**src/rtl/irq_ctrl_unit.sv**
```systemverilog
module irq_ctrl_unit #(
  parameter int ADDR_W = 8,
  parameter logic [ADDR_W-1:0] ADDR_A = 8'h0B,
  parameter logic [ADDR_W-1:0] ADDR_B = 8'h8B,
  parameter int PORT_W = 6,
  parameter int SYNC_STAGES = 2,
  parameter bit EXT_RISE = 1'b1
) (
  input  logic              clk,
  input  logic              rst_n,
  input  logic [ADDR_W-1:0] bus_addr,
  input  logic              bus_wr,
  input  logic [7:0]        bus_wdata,
  output logic [7:0]        bus_rdata,
  input  logic              tmr_wrap,
  input  logic              ext_pin,
  input  logic [PORT_W-1:0] port_pins,
  input  logic [PORT_W-1:0] chg_mask,
  input  logic              periph_req,
  input  logic              irq_ack,
  output logic              irq_out
);
  localparam int B_GIE  = 7;
  localparam int B_PEIE = 6;
  localparam int B_TEN  = 5;
  localparam int B_XEN  = 4;
  localparam int B_CEN  = 3;
  localparam int B_TFL  = 2;
  localparam int B_XFL  = 1;
  localparam int B_CFL  = 0;
  localparam int PRIME  = SYNC_STAGES + 1;
  localparam int CNT_W  = $clog2(PRIME + 1);

  logic [7:0] ctl_q, ctl_d;
  logic [SYNC_STAGES-1:0] ext_sync;
  logic ext_prev;
  logic [SYNC_STAGES-1:0][PORT_W-1:0] port_sync;
  logic [PORT_W-1:0] port_prev;
  logic [CNT_W-1:0] prime_cnt;
  logic armed, addr_hit, wr_hit;
  logic ext_now, ext_set, chg_set;
  logic [PORT_W-1:0] port_now;

  assign addr_hit = (bus_addr == ADDR_A) || (bus_addr == ADDR_B);
  assign wr_hit   = bus_wr && addr_hit;
  assign bus_rdata = addr_hit ? ctl_q : 8'h00;

  always_ff @(posedge clk or negedge rst_n) begin
    if (!rst_n) begin
      ext_sync  <= '0;
      ext_prev  <= 1'b0;
      port_sync <= '0;
      port_prev <= '0;
      prime_cnt <= '0;
    end else begin
      ext_sync  <= {ext_sync[SYNC_STAGES-2:0], ext_pin};
      ext_prev  <= ext_now;
      port_sync <= {port_sync[SYNC_STAGES-2:0], port_pins};
      port_prev <= port_now;
      if (!armed) prime_cnt <= prime_cnt + 1'b1;
    end
  end

  assign armed    = (prime_cnt == CNT_W'(PRIME));
  assign ext_now  = ext_sync[SYNC_STAGES-1];
  assign port_now = port_sync[SYNC_STAGES-1];

  generate
    if (EXT_RISE) begin : g_rise
      assign ext_set = armed && ext_now && !ext_prev;
    end else begin : g_fall
      assign ext_set = armed && !ext_now && ext_prev;
    end
  endgenerate

  assign chg_set = armed && |((port_now ^ port_prev) & chg_mask);

  always_comb begin
    ctl_d = ctl_q;
    if (wr_hit) ctl_d = bus_wdata;
    if (irq_ack) ctl_d[B_GIE] = 1'b0;
    if (tmr_wrap) ctl_d[B_TFL] = 1'b1;
    if (ext_set)  ctl_d[B_XFL] = 1'b1;
    if (chg_set)  ctl_d[B_CFL] = 1'b1;
  end

  always_ff @(posedge clk or negedge rst_n) begin
    if (!rst_n) ctl_q <= 8'h00;
    else        ctl_q <= ctl_d;
  end

  assign irq_out = ctl_q[B_GIE] &
                   ((ctl_q[B_TEN] & ctl_q[B_TFL]) |
                    (ctl_q[B_XEN] & ctl_q[B_XFL]) |
                    (ctl_q[B_CEN] & ctl_q[B_CFL]) |
                    (ctl_q[B_PEIE] & periph_req));
endmodule

```
**config.mk**
```make
export PLATFORM = sky130hd
export DESIGN_NAME = irq_ctrl_unit
export DESIGN_NICKNAME = d
export VERILOG_FILES = /design/src/rtl/irq_ctrl_unit.sv
export SDC_FILE = /design/constraint.sdc
export NUM_CORES = 1
export LEC_CHECK = 0
export CAP_MARGIN = 10
export CORE_MARGIN = 5
export CORE_UTILIZATION = 38
export DETAILED_ROUTE_END_ITERATION = 7
export PLACE_DENSITY = 0.76
export SETUP_SLACK_MARGIN = 0.2
export SYNTH_ARGS = -nofsm -noshare
export SYNTH_HDL_FRONTEND = slang
export SYNTH_SLANG_ARGS = --single-unit
export TNS_END_PERCENT = 30
```
**constraint.sdc**
```tcl
create_clock -name clk -period 2.2 [get_ports clk]
set_input_delay 0.55 -clock clk [delete_from_list [all_inputs] [get_ports clk]]
set_output_delay 0.55 -clock clk [all_outputs]
set_load 0.01 [all_outputs]
```
==> impl_metrics.csv <==
group,metric,value,unit
worst_setup_path,crit_type,"input pin to output port",
synth,seq_area_frac_synth,0.6943,
floorplan,num_rows,19,
grt,grt_use_met3,0.04553,
floorplan,io_pins,44,
clock_tree,root_buffer,"clkbuf_4",
synth,synth_top_area_frac,0.6943,
placement,io_buffers,42,
pwr,p_switching,229.6,uW
pwr,p_total,1019,uW
pwr,p_per_area,603.3,nW/um^2
layout,register_area,775.7,sq um
worst_setup_path,startpoint_type,"input pin",
grt,top_usage_layer,"met2",
detailed_routing,dr.first_iter.drc_count,8,
worst_setup_path,crit_path_end_kind,"output port",
pwr,irDropWorstVdd,0.0005253,V
grt,grt_overflow,0,
layout,instances_no_fill,162,
job,max-cap-violations,0,
sta,worst_pin_slew,0.3703,ns
pwr,seqPwrFrac,0.596,
placement,gp_congestion,0.7620,
synth,yosys_warnings,0,
synth,yosysUniqueCellTypes,20,
detailed_routing,wl,2400,microns
sta,period_share,1.089,
synth,syn-mean-instance-area,15.31,sq um
sta,fin_ws,-0.1949,ns
clock_tree,cts_max_path_buffers,2,
synth,synth_area_leaders,"dfrtp_1 69%, mux2_2 5.0%, xor2_1 4.7%",
layout,syn2layout_area_growth,51.18,%
grt,grt.total_usage,0.1313,
clock_tree,hold_buffers,0,
placement,dp.cells,151,
floorplan,initial_utilization,0.4017,
clock_tree,clk_pin_slew_worst_paths,0.09,ns
synth,netlist_top_cells_count,"31 x dfrtp_1, 8 x and2_1, 6 x xor2_1",
synth,synth_flop_cell,"dfrtp_1",
outcome,violations,"setup timing",
grt,grt_pass1_vias,881,
clock_tree,cts_max_level,2,
sta,max_slew_margin,0.7532,
grt,met2_usage,0.2186,
synth,yosysMostFrequentCell,"dfrtp_1",
floorplan,fp.dieW,64.23,microns
placement,pre_cts_ws,-0.8911,ns
grt,grt_pass1_wl,4029,microns
clock_tree,clock-sinks,31,
detailed_routing,drtPass1Iterations,3,
worst_setup_path,crit_required,1.65,ns
layout,finalNetCount,166,
detailed_routing,vias_per_cell,4.704,
synth,synth_area,1117,sq um
pwr,p_leak,0.0007452,uW
synth,synth_edf_count,0,
sta,drv_slew,0,
floorplan,dieArea,4125,sq um
grt,grt.met1_usage,0.1443,
grt,antenna_found_initial,0,
sta,final_hold_viol_count,0,
layout,multi_input_area,356.6,sq um
sta,finalSetupViolCount,8,
sta,fin_crit,2.395,ns
detailed_routing,detailroute.via_count,762,
synth,synth_cells,73,
worst_setup_path,crit_arrival,1.84,ns
synth,yosys.area.top_type,"dfrtp_1",
synth,synth_nets,109,
floorplan,fp.dieH,64.23,microns
clock_tree,cts_tree,"built",
layout,layout-drive-gt1-share,0.2977,
layout,fill_cells,237,
clock_tree,clk_latency,0.32,ns
worst_setup_path,critPathMaxFanout,4,
pwr,switching_share,0.2253,
sta,rsz0062_at_grt,"yes",
pwr,clkPwrFrac,0.300,
detailed_routing,wl_per_cell,14.81,microns
outcome,outcome,"finished with violations",
layout,post-route-util,0.6073,
synth,async_reset_ff_frac,1.000,
sta,skew,0.003392,ns
layout,stdcell_area,1689,sq um
worst_setup_path,rrSetupSlack,0.93,ns
synth,ys_ff_latch,31,
clock_tree,cts_buffers,5,
pwr,intPower,789.4,uW
grt,grt_max_degree,32,
hold_path,hp-class,"register to register",
floorplan,core-area,2781,sq um
sta,fmax,417.5,MHz
placement,placed_area,1628,sq um
pwr,combPwrFrac,0.104,
detailed_routing,drc,0,
layout,diodes,0,
detailed_routing,ant_nets,0,
[power by group through the flow]
stage	Clock [uW]	Combinational, uW	Sequential, uW
global route	350	117	612
global placement	0	105	618
floorplan	0	26.4	616
CTS	324	108	608
finish	306	106	608
detailed placement	0	108	619
[flip-flops by register name, summed over array words and instances, names as in the netlist]
register	flops
prime_cnt	2
ext_sync	2
ctl_q	8
port_prev	6
port_sync	6
ext_prev	1
port_now	6
[area by class of cell]
type,instances,area share
multi-input cells,41,0.2111
repair buffers,50,0.2726
clock inverters,2,0.007407
inverters,1,0.002222
flip-flops and latches,31,0.4593
well taps,31,0.02296
clock buffers,6,0.02444
[logic make-up (layout without fill, tap and decap cells)]
kind of cell	count (synthesis)	after routing	synth area share
flops	31	31	0.6943
buf+inv	1	59	0.003356
compound gates	9	9	0.06159
simple gates	17	17	0.1064
xor+xnor	7	7	0.05487
fa+ha+maj	1	1	0.01120
mux	7	7	0.06831
[per-stage QoR]
stage,hold slack [ns],setup TNS [ns]
after floorplan,0.2544,0
after global placement,0.3323,-9.087
after detailed placement,0.3347,-10.26
after CTS,0.3574,-0.9321
after global routing,0.3714,-1.385
final,0.3550,-1.008
[cells in the final DEF, fill, tap and decap left out]
master            n
a221o_1           1
mux2_2            5
dfrtp_1          31
o21ai_0           1
clkinvlp_4        1
mux2i_1           2
clkbuf_4          5
buf_6             7
buf_2             7
clkbuf_1          1
clkdlybuf4s50_1  29
nor3_4            1
xor2_1            6
a22oi_1           5
nor4_4            1
a211o_1           1
clkdlybuf4s15_2   1
and2_1            5
nand2_1           2
ha_1              1
a21boi_1          1
inv_1             1
buf_4             6
or4b_4            1
nand3_1           1
nor2b_1           2
xnor2_1           1
clkinv_2          1
and2_4            3
nor2_1            1
[critical path, stage by stage]
cell    delay, ns
buf_6        0.09
or4b_4       0.55
nor3_4       0.20
buf_6        0.14
buf_6        0.09
and2_4       0.14
buf_6        0.09
[worst paths after layout]
path	startpoint	end	cells past startpoint
worst max-delay path	bus_addr[2]	bus_rdata[6]	7
worst min-delay path	port_sync[2]$_DFF_PN0_	port_now[2]$_DFF_PN0_	0
worst max register to register	port_prev[4]$_DFF_PN0_	ctl_q[0]$_DFFE_PN0P_	4
worst min register to register	port_sync[2]$_DFF_PN0_	port_now[2]$_DFF_PN0_	0
max in group asynchronous	rst_n	ctl_q[7]$_DFFE_PN0P_	2
min in group asynchronous	rst_n	port_sync[1]$_DFF_PN0_	2
[routing by layer]
| metal | wire length [microns] | vias to the layer above |
|---|---|---|
| li1 | - | 370 |
| met3 | 147 | 5 |
| met1 | 939 | 362 |
| met5 | 0 | - |
| met4 | 47 | 0 |
| met2 | 1265 | 25 |
[repair_timing]
item | 4_1_cts | 5_1_grt
resized for setup | 57 | 3
setup endpoints to repair | 17 | 9
pin swaps | 5 | 1
setup buffers | 3 | 0
gates cloned | 0 | 0
No activity file was read; power rests on OpenSTA's default activity.
